[config.mk]
export PLATFORM = sky130hd
export DESIGN_NAME = pshift_top
export DESIGN_NICKNAME = d
export VERILOG_FILES = /design/src/rtl/pshift_pkg.sv /design/src/rtl/pshift_delay_sum.sv /design/src/rtl/pshift_timer.sv /design/src/rtl/pshift_seq.sv /design/src/rtl/pshift_top.sv
export SDC_FILE = /design/constraint.sdc
export NUM_CORES = 1
export LEC_CHECK = 0
export CORE_AREA = 2 2 185 142
export CTS_CLUSTER_SIZE = 20
export DETAILED_ROUTE_END_ITERATION = 6
export DIE_AREA = 0 0 187 144
export DONT_BUFFER_PORTS = 1
export PLACE_DENSITY = 0.68
export SETUP_SLACK_MARGIN = 0.4
export SLEW_MARGIN = 10
export SYNTH_ARGS = -nofsm -noshare
export SYNTH_HDL_FRONTEND = slang
export SYNTH_SLANG_ARGS = --single-unit
[constraint.sdc]
create_clock -name clk -period 2.8 [get_ports clk]
set_clock_uncertainty 0.2 [all_clocks]
set_input_delay 0.56 -clock clk [delete_from_list [all_inputs] [get_ports clk]]
set_output_delay 0.56 -clock clk [all_outputs]
set_load 0.02 [all_outputs]
[src/rtl/pshift_pkg.sv]
package pshift_pkg;

   typedef enum logic [2:0] {
      SQ_IDLE  = 3'd0,
      SQ_W_SET = 3'd1,
      SQ_W_HLD = 3'd2,
      SQ_R_HI  = 3'd3,
      SQ_R_LO  = 3'd4
   } sq_state_t;

   localparam int LN_CLK = 0;
   localparam int LN_DAT = 1;
   localparam int LN_VPP = 2;
   localparam int LN_PWR = 3;
   localparam int LN_NUM = 4;

endpackage

[src/rtl/pshift_delay_sum.sv]
module pshift_delay_sum #(
   parameter int DLY_W = 16,
   localparam int TOT_W = DLY_W + 2
) (
   input  logic [DLY_W-1:0] dly_setup,
   input  logic [DLY_W-1:0] dly_hold,
   input  logic [DLY_W-1:0] dly_read,
   input  logic [DLY_W-1:0] str_setup,
   input  logic [DLY_W-1:0] str_hold,
   input  logic [DLY_W-1:0] str_read,
   input  logic [DLY_W-1:0] str_gen,
   output logic [TOT_W-1:0] tot_setup,
   output logic [TOT_W-1:0] tot_hold,
   output logic [TOT_W-1:0] tot_read,
   output logic [TOT_W-1:0] tot_gap
);

   // Each interval is its request plus its own stretch plus the general stretch.
   always_comb begin
      tot_setup = TOT_W'(dly_setup) + TOT_W'(str_setup) + TOT_W'(str_gen);
      tot_hold  = TOT_W'(dly_hold)  + TOT_W'(str_hold)  + TOT_W'(str_gen);
      tot_read  = TOT_W'(dly_read)  + TOT_W'(str_read)  + TOT_W'(str_gen);
      tot_gap   = TOT_W'(str_gen);
   end

endmodule

[src/rtl/pshift_timer.sv]
module pshift_timer #(
   parameter int TICK_CYC = 4,
   parameter int TOT_W    = 18
) (
   input  logic             clk,
   input  logic             rst_n,
   input  logic             load,
   input  logic [TOT_W-1:0] load_val,
   output logic             expire
);

   logic [TOT_W-1:0] rem_q;

   generate
      if (TICK_CYC == 1) begin : g_direct
         // One system cycle per tick: the counter itself is the tick count.
         always_ff @(posedge clk or negedge rst_n) begin
            if (!rst_n) begin
               rem_q <= '0;
            end else if (load) begin
               rem_q <= load_val;
            end else if (rem_q != '0) begin
               rem_q <= rem_q - 1'b1;
            end
         end
         assign expire = (rem_q <= TOT_W'(1));
      end else begin : g_presc
         localparam int PW = $clog2(TICK_CYC);
         localparam logic [PW-1:0] PRE_LAST = PW'(TICK_CYC - 1);
         logic [PW-1:0] pre_q;

         // The prescaler restarts with every load so that each interval
         // is an exact multiple of the tick length.
         always_ff @(posedge clk or negedge rst_n) begin
            if (!rst_n) begin
               rem_q <= '0;
               pre_q <= '0;
            end else if (load) begin
               rem_q <= load_val;
               pre_q <= '0;
            end else if (pre_q == PRE_LAST) begin
               pre_q <= '0;
               if (rem_q != '0) rem_q <= rem_q - 1'b1;
            end else begin
               pre_q <= pre_q + 1'b1;
            end
         end
         assign expire = (rem_q == '0) ||
                         ((rem_q == TOT_W'(1)) && (pre_q == PRE_LAST));
      end
   endgenerate

endmodule

[src/rtl/pshift_seq.sv]
module pshift_seq
   import pshift_pkg::*;
#(
   parameter int WORD_W = 32,
   parameter int TOT_W  = 18,
   localparam int CNT_W = $clog2(WORD_W + 1),
   localparam int IDX_W = $clog2(WORD_W)
) (
   input  logic              clk,
   input  logic              rst_n,
   input  logic              start,
   input  logic              dir_rd,
   input  logic [CNT_W-1:0]  bit_cnt,
   input  logic [WORD_W-1:0] tx_word,
   input  logic [TOT_W-1:0]  tot_setup,
   input  logic [TOT_W-1:0]  tot_hold,
   input  logic [TOT_W-1:0]  tot_read,
   input  logic [TOT_W-1:0]  tot_gap,
   input  logic              sdat_i,
   input  logic              man_clk_we,
   input  logic              man_clk_val,
   input  logic              man_dat_we,
   input  logic              man_dat_val,
   input  logic              tmr_exp,
   output logic              tmr_load,
   output logic [TOT_W-1:0]  tmr_val,
   output logic              sclk_o,
   output logic              sdat_o,
   output logic              sdat_oe,
   output logic              busy,
   output logic              done,
   output logic [WORD_W-1:0] rx_word
);

   sq_state_t         st_q;
   logic [WORD_W-1:0] sh_q;
   logic [WORD_W-1:0] rx_q;
   logic [CNT_W-1:0]  cnt_q;
   logic [CNT_W-1:0]  idx_q;
   logic [CNT_W-1:0]  cnt_eff;
   logic              idle;
   logic              accept;
   logic              zero_req;
   logic              last_bit;

   assign idle     = (st_q == SQ_IDLE);
   assign cnt_eff  = (bit_cnt > CNT_W'(WORD_W)) ? CNT_W'(WORD_W) : bit_cnt;
   assign accept   = idle && start && (cnt_eff != '0);
   assign zero_req = idle && start && (cnt_eff == '0);
   assign last_bit = (idx_q == (cnt_q - 1'b1));

   // Which interval starts on the coming edge.
   always_comb begin
      tmr_load = 1'b0;
      tmr_val  = tot_setup;
      unique case (st_q)
         SQ_IDLE: begin
            tmr_load = accept;
            tmr_val  = dir_rd ? tot_read : tot_setup;
         end
         SQ_W_SET: begin
            tmr_load = tmr_exp;
            tmr_val  = tot_hold;
         end
         SQ_W_HLD: begin
            tmr_load = tmr_exp && !last_bit;
            tmr_val  = tot_setup;
         end
         SQ_R_HI: begin
            tmr_load = tmr_exp && !last_bit;
            tmr_val  = tot_gap;
         end
         SQ_R_LO: begin
            tmr_load = tmr_exp;
            tmr_val  = tot_read;
         end
         default: begin
            tmr_load = 1'b0;
            tmr_val  = tot_setup;
         end
      endcase
   end

   always_ff @(posedge clk or negedge rst_n) begin
      if (!rst_n) begin
         st_q    <= SQ_IDLE;
         sh_q    <= '0;
         rx_q    <= '0;
         cnt_q   <= '0;
         idx_q   <= '0;
         sclk_o  <= 1'b0;
         sdat_o  <= 1'b0;
         sdat_oe <= 1'b1;
         done    <= 1'b0;
      end else begin
         done <= 1'b0;
         unique case (st_q)
            SQ_IDLE: begin
               if (zero_req) begin
                  done <= 1'b1;
               end else if (accept) begin
                  cnt_q  <= cnt_eff;
                  idx_q  <= '0;
                  sclk_o <= 1'b1;
                  if (dir_rd) begin
                     sdat_oe <= 1'b0;
                     rx_q    <= '0;
                     st_q    <= SQ_R_HI;
                  end else begin
                     sdat_oe <= 1'b1;
                     sdat_o  <= tx_word[0];
                     sh_q    <= tx_word >> 1;
                     st_q    <= SQ_W_SET;
                  end
               end else begin
                  if (man_clk_we) sclk_o <= man_clk_val;
                  if (man_dat_we) sdat_o <= man_dat_val;
               end
            end
            SQ_W_SET: begin
               if (tmr_exp) begin
                  sclk_o <= 1'b0;
                  st_q   <= SQ_W_HLD;
               end
            end
            SQ_W_HLD: begin
               if (tmr_exp) begin
                  if (last_bit) begin
                     done <= 1'b1;
                     st_q <= SQ_IDLE;
                  end else begin
                     idx_q  <= idx_q + 1'b1;
                     sdat_o <= sh_q[0];
                     sh_q   <= sh_q >> 1;
                     sclk_o <= 1'b1;
                     st_q   <= SQ_W_SET;
                  end
               end
            end
            SQ_R_HI: begin
               if (tmr_exp) begin
                  rx_q[idx_q[IDX_W-1:0]] <= sdat_i;
                  sclk_o <= 1'b0;
                  if (last_bit) begin
                     done <= 1'b1;
                     st_q <= SQ_IDLE;
                  end else begin
                     idx_q <= idx_q + 1'b1;
                     st_q  <= SQ_R_LO;
                  end
               end
            end
            SQ_R_LO: begin
               if (tmr_exp) begin
                  sclk_o <= 1'b1;
                  st_q   <= SQ_R_HI;
               end
            end
            default: st_q <= SQ_IDLE;
         endcase
      end
   end

   assign busy    = !idle;
   assign rx_word = rx_q;

endmodule

[src/rtl/pshift_top.sv]
module pshift_top
   import pshift_pkg::*;
#(
   parameter int TICK_CYC = 4,
   parameter int WORD_W   = 32,
   parameter int DLY_W    = 16,
   localparam int CNT_W   = $clog2(WORD_W + 1),
   localparam int TOT_W   = DLY_W + 2
) (
   input  logic              clk,
   input  logic              rst_n,
   input  logic              start,
   input  logic              dir_rd,
   input  logic [CNT_W-1:0]  bit_cnt,
   input  logic [WORD_W-1:0] tx_word,
   input  logic [DLY_W-1:0]  dly_setup,
   input  logic [DLY_W-1:0]  dly_hold,
   input  logic [DLY_W-1:0]  dly_read,
   input  logic [DLY_W-1:0]  str_setup,
   input  logic [DLY_W-1:0]  str_hold,
   input  logic [DLY_W-1:0]  str_read,
   input  logic [DLY_W-1:0]  str_gen,
   input  logic [3:0]        line_we,
   input  logic [3:0]        line_val,
   input  logic              sdat_i,
   output logic              sclk_o,
   output logic              sdat_o,
   output logic              sdat_oe,
   output logic              vpp_en,
   output logic              pwr_en,
   output logic [3:0]        line_state,
   output logic              busy,
   output logic              done,
   output logic [WORD_W-1:0] rx_word
);

   generate
      if (TICK_CYC < 1) begin : g_bad_tick
         $error("pshift_top: TICK_CYC must be at least 1");
      end
      if (WORD_W < 2) begin : g_bad_word
         $error("pshift_top: WORD_W must be at least 2");
      end
      if (DLY_W < 1) begin : g_bad_dly
         $error("pshift_top: DLY_W must be at least 1");
      end
   endgenerate

   logic [TOT_W-1:0] tot_setup;
   logic [TOT_W-1:0] tot_hold;
   logic [TOT_W-1:0] tot_read;
   logic [TOT_W-1:0] tot_gap;
   logic             tmr_load;
   logic [TOT_W-1:0] tmr_val;
   logic             tmr_exp;
   logic             vpp_q;
   logic             pwr_q;

   pshift_delay_sum #(.DLY_W(DLY_W)) u_sum (
      .dly_setup (dly_setup),
      .dly_hold  (dly_hold),
      .dly_read  (dly_read),
      .str_setup (str_setup),
      .str_hold  (str_hold),
      .str_read  (str_read),
      .str_gen   (str_gen),
      .tot_setup (tot_setup),
      .tot_hold  (tot_hold),
      .tot_read  (tot_read),
      .tot_gap   (tot_gap)
   );

   pshift_timer #(.TICK_CYC(TICK_CYC), .TOT_W(TOT_W)) u_tmr (
      .clk      (clk),
      .rst_n    (rst_n),
      .load     (tmr_load),
      .load_val (tmr_val),
      .expire   (tmr_exp)
   );

   pshift_seq #(.WORD_W(WORD_W), .TOT_W(TOT_W)) u_seq (
      .clk         (clk),
      .rst_n       (rst_n),
      .start       (start),
      .dir_rd      (dir_rd),
      .bit_cnt     (bit_cnt),
      .tx_word     (tx_word),
      .tot_setup   (tot_setup),
      .tot_hold    (tot_hold),
      .tot_read    (tot_read),
      .tot_gap     (tot_gap),
      .sdat_i      (sdat_i),
      .man_clk_we  (line_we[LN_CLK]),
      .man_clk_val (line_val[LN_CLK]),
      .man_dat_we  (line_we[LN_DAT]),
      .man_dat_val (line_val[LN_DAT]),
      .tmr_exp     (tmr_exp),
      .tmr_load    (tmr_load),
      .tmr_val     (tmr_val),
      .sclk_o      (sclk_o),
      .sdat_o      (sdat_o),
      .sdat_oe     (sdat_oe),
      .busy        (busy),
      .done        (done),
      .rx_word     (rx_word)
   );

   // Supply and programming-voltage enables accept writes at any time.
   always_ff @(posedge clk or negedge rst_n) begin
      if (!rst_n) begin
         vpp_q <= 1'b0;
         pwr_q <= 1'b0;
      end else begin
         if (line_we[LN_VPP]) vpp_q <= line_val[LN_VPP];
         if (line_we[LN_PWR]) pwr_q <= line_val[LN_PWR];
      end
   end

   assign vpp_en = vpp_q;
   assign pwr_en = pwr_q;

   always_comb begin
      line_state         = '0;
      line_state[LN_CLK] = sclk_o;
      line_state[LN_DAT] = sdat_o;
      line_state[LN_VPP] = vpp_q;
      line_state[LN_PWR] = pwr_q;
   end

endmodule

### After elaboration in Yosys (flattened, before gate mapping)

Cells that the tools add are included.

| storage, ports and cells | value |
|---|---|
| register bits | 105 |
| input port bits | 163 |
| logic and storage cells | 138 |

| cells by class | value |
|---|---|
| add/subtract/negate cells | 10 |
| magnitude comparators | 3 |
| equal/unequal tests | 22 |
| mux-type cells | 58 |
| bitwise operators | 1 |
| reduce and logical (&&, ||, !) cells | 31 |

Operator list:

| cell | count |
|---|---|
| 2-to-1 mux 32 bit | 9 |
| case mux 32 bit (2 select lines) | 2 |
| 2-to-1 mux 18 bit | 4 |
| case mux 18 bit (4 select lines) | 1 |
| adder 18 x 16 -> 18 bit | 3 |
| adder 16 x 16 -> 17 bit | 3 |
| bitwise mux 32 bit | 1 |
| 2-to-1 mux 6 bit | 5 |
| 2-to-1 mux 3 bit | 7 |
| 2-to-1 mux 1 bit | 19 |
| == test 18 x 1 -> 1 bit, second input constant | 1 |
| logical NOT 18 bit | 1 |
| AND reduction 6 bit | 3 |
| nonzero test 18 bit | 1 |
| subtractor 18 x 1 -> 18 bit, second input constant | 1 |
| case mux 3 bit (5 select lines) | 1 |
| != test 2 x 1 -> 1 bit, second input constant | 6 |
| != test 2 bit, second input constant | 6 |
| case mux 6 bit (2 select lines) | 1 |
| AND reduction 5 bit | 2 |
| nonzero test 2 bit | 5 |
| != test 3 bit, second input constant | 3 |
| AND reduction 7 bit | 1 |
| adder 6 x 1 -> 6 bit, second input constant | 1 |
| 26 further kinds | 38 |

### Logic depth before layout (Yosys ltp)

Gate-level depths: netlist of run 1.

| depth | value |
|---|---|
| word-level depth | 7 |
| mapped depth | 21 |
| gate-level depth less buffers | 21 |

### Modules after synthesis

A second synthesis of run 1 with hierarchy kept.

| unflattened totals | value |
|---|---|
| cells, all modules | 1,070 |
| area total of the unflattened synthesis | 9,600.5 µm² |

Modules (own cells, without submodules):

| module | times used | cells each | area each (µm²) |
|---|---|---|---|
| pshift_seq | 1 | 518 | 4,734.5 |
| pshift_delay_sum | 1 | 395 | 3,400.8 |
| pshift_timer | 1 | 149 | 1,355.0 |
| pshift_top | 1 | 8 | 110.1 |

### Worst setup path before layout of run 1

Ideal clock, no wire load.

| timing path | value |
|---|---|
| path type | input port to flip-flop |
| start point | input dly_hold[1] |
| end point | register u_tmr.rem_q[16] |
| setup time | 0.120 ns |
| arrival time | 3.870 ns |
| data required time | 2.480 ns |
| setup slack | -1.390 ns |
| stages on the path | 20 |
| cells stage by stage | ha_1 -> a21o_1 -> a21oi_1 -> o21bai_1 -> a21oi_1 -> o21bai_1 -> a211oi_1 -> o21ai_0 -> a211o_1 -> nand3_1 -> ha_1 -> a21oi_1 -> nor2b_1 -> o21ai_0 -> nand2_1 -> a31oi_1 -> xnor2_1 -> a221oi_1 -> a32oi_1 -> a31o_2 |

| on the way | value |
|---|---|
| cells in the longest elaborated chain, start to end | 4 |

Ends and longest elaborated chain:

| element | line | source |
|---|---|---|
| from (decl) | pshift_top.sv:17 | `input logic [DLY_W-1:0] dly_hold,` |
| adder 16 x 16 -> 17 bit | pshift_delay_sum.sv:21 | `tot_hold = TOT_W'(dly_hold) + TOT_W'(str_hold) + TOT_W'(str_gen);` |
| adder 18 x 16 -> 18 bit | pshift_delay_sum.sv:21 |  |
| case mux 18 bit (4 select lines) | pshift_seq.sv:56 | `unique case (st_q)` |
| 2-to-1 mux 18 bit | pshift_timer.sv:38 | `end else if (load) begin` |
| to (signal assigned) | pshift_timer.sv:39 | `rem_q <= load_val;` |
| to (signal assigned) | pshift_timer.sv:43 | `if (rem_q != '0) rem_q <= rem_q - 1'b1;` |
| to (decl) | pshift_timer.sv:12 | `logic [TOT_W-1:0] rem_q;` |

Every way passes these cells.
A chain may end at the register's enable or synchronous reset.

### Worst setup path in the final report of run 1

| timing path | value |
|---|---|
| start point | input dly_hold[0] |
| end point | register u_tmr.rem_q[16] |

Same word-level chain as after synthesis.

==> impl_metrics.env, run 1 <==
export IMPL_required_ns=2.83
export IMPL_antenna_left=0
export IMPL_syn_num_nets=1488
export IMPL_ys_seq_area_frac=0.263
export IMPL_cts_tree="yes"
export IMPL_hold_viol=104
export IMPL_tightest_slew_ns=0.672
export IMPL_ios=206
export IMPL_clock_sinks=104
export IMPL_synth_simple_area_share=0.176
export IMPL_ys_ff_latch=104
export IMPL_insertion_delay_ns=0.34
export IMPL_post_place_ws_ns=-1.60
export IMPL_critPathKind="input pin to flop"
export IMPL_path_clk_slew_ns=0.08
export IMPL_leakagePower_nw=6.30
export IMPL_max_freq_mhz=249
export IMPL_drt_total_wl_um=33800
export IMPL_dieArea_mm2=0.0269
export IMPL_wl_per_cell_um=18.4
export IMPL_ys_warn_count=0
export IMPL_avgSynthCellArea_um2=8.18
export IMPL_async_flop_share=1.00
export IMPL_viasPerCell=5.63
export IMPL_grt_pass1_vias=10000
export IMPL_globalplace_congestion=0.912
export IMPL_worst_ir_drop_vdd_v=0.000253
export IMPL_endpoint_kind="flop"
export IMPL_rsz0062_at_grt="true"
export IMPL_status="complete, but fails checks"
export IMPL_max_cap_viol_count=0
export IMPL_drtIter0Drc=624
export IMPL_die_w_um=187
export IMPL_antenna_found_initial=1
export IMPL_gr_usage_all_layers=0.240
export IMPL_row_count=51
export IMPL_period_share=1.44
export IMPL_hold_ws_ns=-0.296
export IMPL_grt_max_degree=105
export IMPL_cts_made_buffers=9
export IMPL_timing_slew_headroom=0.552
export IMPL_synth_compound_area_frac=0.262
export IMPL_worstPathArrival_ns=4.05
export IMPL_synth_edff_count=0
export IMPL_die_y_um=144
export IMPL_setup_viol=56
export IMPL_worstPathMaxFanout=2
export IMPL_cp_start_kind="input pin"
export IMPL_synth_xor_area_frac=0.0831
export IMPL_fin_util=0.573
export IMPL_powerDensity_mw_per_mm2=402
export IMPL_stdcell_count=1840
export IMPL_num_antenna_cells=0
export IMPL_ys_flop_type="dfrtp_1"
export IMPL_grt_pass1_wl_um=52200
export IMPL_dp_hpwl_um=24600
export IMPL_synth_top_family_by_area="compound AO/OA/AOI/OAI gates"
export IMPL_synthAdderAreaFrac=0.147
export IMPL_cts_root_buf="clkbuf_16"
export IMPL_finalCriticalPeriod_ns=4.02
export IMPL_drive_gt1_frac=0.381
export IMPL_num_vias=10400
export IMPL_portBuffers=0
export IMPL_worst_slack_ns=-1.22
export IMPL_dp_cells=1770
export IMPL_synthMuxAreaShare=0.0346
export IMPL_violations="negative hold slack, negative setup slack"
export IMPL_drc=0
export IMPL_synth_area_mm2=0.00991
export IMPL_fillers=2223
export IMPL_htree_num_levels=3
export IMPL_grt_overflow_total=0
export IMPL_slew_viol_final=0
export IMPL_floorplan_initialDensity=0.391
export IMPL_firstDrtPassIters=5
export IMPL_clk_path_buf_depth=2
export IMPL_area_growth_pct=46.6
export IMPL_nets=1768
export IMPL_core_mm2=0.0253
export IMPL_syn_inst=1212
export IMPL_ys_types=70
export IMPL_hold_path_class="input pin to async pin"
## cell usage in the layout, fill, tap and decap left out, types with 8 or more instances in the layout
master / instances
o21ai_2: 41
nor3_1: 25
nor2_4: 23
nor2b_1: 14
a21oi_2: 63
xor2_1: 33
o21ai_1: 19
buf_4: 261
ha_1: 91
o21a_1: 18
xnor2_1: 54
mux2i_1: 32
dfrtp_1: 103
o31a_1: 10
buf_6: 29
ha_4: 10
nand4_1: 9
a21oi_1: 71
a21o_1: 35
and3_1: 11
clkbuf_16: 11
o21ai_0: 64
nor2_1: 82
nand3_1: 12
nand2b_1: 13
inv_1: 38
buf_12: 8
or3_1: 16
nand2_1: 81
## layer usage
metal  wire length (µm)  vias up  global-route usage
li1                   -     5028                   -
met4                215        2              0.0355
met3               2610       26              0.0587
met1              16100     4966               0.349
met5                 13        -                   0
met2              14900      329               0.366
## path summary, 6_finish.rpt
kind / start / endpoint / slack [ns] / cells after the start
max: dly_hold[0] / u_tmr.rem_q[16]$_DFFE_PN0P_ / -1.22 / 20
min: rst_n / u_seq.rx_word[12]$_DFFE_PN0P_ / -0.30 / 0
max reg2reg: u_tmr.rem_q[3]$_DFFE_PN0P_ / u_tmr.rem_q[8]$_DFFE_PN0P_ / -0.31 / 12
min reg2reg: u_tmr.g_presc.pre_q[0]$_DFF_PN0_ / u_tmr.g_presc.pre_q[0]$_DFF_PN0_ / 0.24 / 1
max in group asynchronous: rst_n / u_seq.sdat_oe$_DFFE_PN1P_ / 2.44 / 0
min in group clk: bit_cnt[5] / u_seq.cnt_q[5]$_DFFE_PN0P_ / 0.13 / 2
## Yosys cell counts, drive strengths merged, types with 6 or more instances
cell type  count  area, µm²
a2111oi        6       52.6
a211oi        13       97.6
a21o          35        263
a21oi        137        689
a221oi         6       52.6
a31oi         10       62.6
and2           9       56.3
and3          13       81.3
buf           12       67.6
clkbuf        29        109
dfrtp        103       2580
fa             6        120
ha           107       1340
inv           42        158
mux2i         32        320
nand2         90        338
nand2b        16        100
nand3         15       75.1
nand4          9       56.3
nor2         112        420
nor2b         17        106
nor3          31        166
nor4          10       77.6
o21a          18        135
o21ai        124        621
o21bai         7       52.6
o22ai          8       50.1
o31a          10       87.6
o31ai          9       67.6
or2            6       37.5
or3           16        100
xnor2         60        526
xor2          34        298
## final cells by class
class	count	area, µm²	share of cell area
flip-flops and latches	104	2600	0.179
multi-input cells	1026	8330	0.573
clock buffers	9	225	0.0155
repair buffers	309	2720	0.187
clock inverters	6	53.8	0.00370
well taps	344	430	0.0296
inverters	42	165	0.0114
## per-stage QoR
step                TNS [ns]  total power [mW]  cell area (µm²)
floorplan             -11.76              3.16            10300
global placement      -22.90              4.13            12400
detailed placement    -25.44              4.18            12400
CTS                   -27.87              5.60            13800
global route          -30.82              6.22            14500
finish                -21.83              5.84            14500
## repair_timing
action,CTS,global route
hold endpoints to repair,104,104
pin swaps,88,90
buffers inserted,27,18
gates cloned,8,2
gates resized for setup,173,113
setup endpoints to repair,96,96
## cells by family after synthesis
| kind of cell | Yosys count |
|---|---|
| compound gates | 424 |
| xor+xnor | 94 |
| fa+ha+maj | 113 |
| buf+inv | 83 |
| flops | 104 |
| mux | 34 |
| simple gates | 360 |
## sequential cells by signal (all words and copies together), names as in the netlist
signal,flops
u_seq.idx_q,6
u_seq.cnt_q,6
u_seq.sdat_o,1
vpp_en,1
u_tmr.g_presc.pre_q,2
u_seq.sdat_oe,1
u_seq.sh_q,31
u_tmr.rem_q,18
u_seq.sclk_o,1
pwr_en,1
u_seq.st_q,3
u_seq.rx_word,32
u_seq.done,1
## power by group
group          switching, mW  total, mW  internal (mW)
logic                   1.47       3.07           1.60
clock network          0.597       1.21          0.613
registers             0.0334       1.56           1.53
## worst max-delay path: stages
cell and delay (ns):
ha_4 0.14, inv_2 0.05, fa_2 0.20, nor2b_2 0.05, o31a_1 0.30, nor4_2 0.26
buf_4 0.21, buf_6 0.13, o31ai_4 0.05, nor2_1 0.13, xnor2_1 0.13, ha_1 0.34
nand2_2 0.07, buf_4 0.14, o31ai_4 0.36, a31oi_4 0.15, xnor2_2 0.16, a221oi_2 0.27
a32oi_1 0.13, a31o_2 0.22
(Power assumes the default switching activity.)
==> run 2, diff against run 1 <==
==> constraint.sdc (replaced) <==
create_clock -name clk -period 2.8 [get_ports clk]
set_clock_uncertainty 0.2 [all_clocks]
set_input_delay 0.56 -clock clk [delete_from_list [all_inputs] [get_ports clk]]
set_output_delay 0.56 -clock clk [all_outputs]
set_load 0.005 [all_outputs]
==> impl_metrics.env, run 2 (same netlist as run 1, synthesis figures left out) <==
export IMPL_hold_path_class="input pin to async pin"
export IMPL_num_antenna_cells=0
export IMPL_grt_overflow_total=0
export IMPL_antenna_found_initial=1
export IMPL_worst_slack_ns=-1.18
export IMPL_antenna_left=0
export IMPL_endpoint_kind="flop"
export IMPL_globalplace_congestion=0.920
export IMPL_fillers=2274
export IMPL_required_ns=2.84
export IMPL_die_y_um=144
export IMPL_wl_per_cell_um=18.4
export IMPL_tightest_slew_ns=0.664
export IMPL_grt_pass1_vias=9991
export IMPL_die_w_um=187
export IMPL_max_freq_mhz=251
export IMPL_max_cap_viol_count=0
export IMPL_status="complete, but fails checks"
export IMPL_worstPathMaxFanout=3
export IMPL_critPathKind="input pin to flop"
export IMPL_setup_viol=58
export IMPL_drc=0
export IMPL_grt_max_degree=105
export IMPL_drive_gt1_frac=0.377
export IMPL_grt_pass1_wl_um=52400
export IMPL_violations="negative hold slack, negative setup slack"
export IMPL_row_count=51
export IMPL_largest_reg_flops=32
export IMPL_hold_viol=104
export IMPL_nets=1761
export IMPL_clock_sinks=104
export IMPL_layout_commonest_cell="buf_4"
export IMPL_area_growth_pct=46.8
export IMPL_met2_usage=0.369
export IMPL_clk_path_buf_depth=2
export IMPL_firstDrtPassIters=5
export IMPL_hold_ws_ns=-0.299
export IMPL_cts_root_buf="clkbuf_16"
export IMPL_core_mm2=0.0253
export IMPL_period_share=1.42
export IMPL_worstPathArrival_ns=4.02
export IMPL_num_vias=10300
export IMPL_path_clk_slew_ns=0.08
export IMPL_cts_tree="yes"
export IMPL_portBuffers=0
export IMPL_cts_made_buffers=9
export IMPL_cp_start_kind="input pin"
export IMPL_layout_common_cells="256 x buf_4, 103 x dfrtp_1, 96 x ha_1"
export IMPL_timing_slew_headroom=0.557
export IMPL_leakagePower_nw=6.30
export IMPL_drtIter0Drc=579
export IMPL_slew_viol_final=0
export IMPL_post_place_ws_ns=-1.63
export IMPL_rsz0062_at_grt="true"
export IMPL_htree_num_levels=3
export IMPL_met1_usage=0.347
export IMPL_drt_total_wl_um=33700
export IMPL_viasPerCell=5.61
export IMPL_setup_tns_ns=-22.44
export IMPL_finalCriticalPeriod_ns=3.98
export IMPL_dp_hpwl_um=24600
export IMPL_fin_total_pwr_mw=5.81
export IMPL_grt_util_met3=0.0655
export IMPL_powerDensity_mw_per_mm2=399
export IMPL_regArea_mm2=0.00260
export IMPL_worst_ir_drop_vdd_v=0.000284
export IMPL_multi_input_area_mm2=0.00832
export IMPL_gr_usage_all_layers=0.242
export IMPL_floorplan_initialDensity=0.391
export IMPL_dieArea_mm2=0.0269
export IMPL_insertion_delay_ns=0.35
export IMPL_ios=206
export IMPL_grt_busiest_layer="met2"
==> run 2: cell count changes in the layout (fill, tap and decap cells not counted), moves of 3 or more <==
cell	previous run	this run
ha_1	91	96
buf_6	29	22
ha_2	6	2
buf_16	7	11
buf_4	261	256
o21ai_0	64	67
==> run 2: report_power, final <==
group | internal, mW | switching [mW]
combinational | 1.56 | 1.46
sequential | 1.53 | 0.0257
clock | 0.623 | 0.620
==> run 2: final timing paths <==
check,start,to,slack [ns],cells past startpoint
max,dly_setup[1],u_tmr.rem_q[16]$_DFFE_PN0P_,-1.18,19
min,rst_n,u_seq.rx_word[17]$_DFFE_PN0P_,-0.30,0
max reg2reg,u_tmr.rem_q[15]$_DFFE_PN0P_,u_seq.sh_q[12]$_DFFE_PN0P_,-0.36,13
min reg2reg,u_tmr.g_presc.pre_q[0]$_DFF_PN0_,u_tmr.g_presc.pre_q[0]$_DFF_PN0_,0.27,1
max in group asynchronous,rst_n,u_seq.sdat_oe$_DFFE_PN1P_,2.47,0
min in group clk,bit_cnt[5],u_seq.cnt_q[5]$_DFFE_PN0P_,0.12,2
==> run 2: final cells by class <==
cell class / instances / share of cell area
clock inverters: 7 / 0.00456
flip-flops and latches: 104 / 0.179
multi-input cells: 1025 / 0.572
inverters: 42 / 0.0117
well taps: 344 / 0.0296
repair buffers: 303 / 0.188
clock buffers: 9 / 0.0155
==> run 2: worst max-delay path: stages <==
cell      delay (ns)
ha_4            0.21
a21o_1          0.17
a21oi_2         0.16
nor2b_1         0.07
o21ai_2         0.20
a211oi_2        0.12
o31a_1          0.30
a221o_1         0.35
a21oi_2         0.15
xnor2_1         0.14
ha_1            0.28
nor2b_1         0.14
nor2_1          0.15
nand2_1         0.08
a31oi_1         0.17
xnor2_1         0.14
a221oi_2        0.26
a32oi_1         0.13
a31o_2          0.22
==> run 2: metrics by stage <==
stage | cell area [µm²] | cells | utilization | hold slack, ns
global route | 14500 | 1834 | 0.574 | -0.323
finish | 14500 | 1834 | 0.574 | -0.299
CTS | 14000 | 1820 | 0.554 | -0.311
detailed placement | 12400 | 1770 | 0.491 | 0.0666
floorplan | 10300 | 1212 | - | 0.0644
global placement | 12400 | 1770 | 0.491 | 0.0667
==> run 2: repair_timing <==
action,4_1_cts,5_1_grt
buffers inserted,23,14
endpoints found under the hold margin,104,104
pin swaps,91,54
setup endpoints to repair,96,96
gates resized for setup,191,91
gates cloned,11,0
==> run 2: layer usage <==
layer / share of wire / vias up / wire (µm)
met5: 0.00039 / - / 13
met1: 0.48 / 4943 / 16200
li1: - / 5003 / -
met3: 0.079 / 24 / 2670
met4: 0.0069 / 2 / 233
met2: 0.43 / 310 / 14600
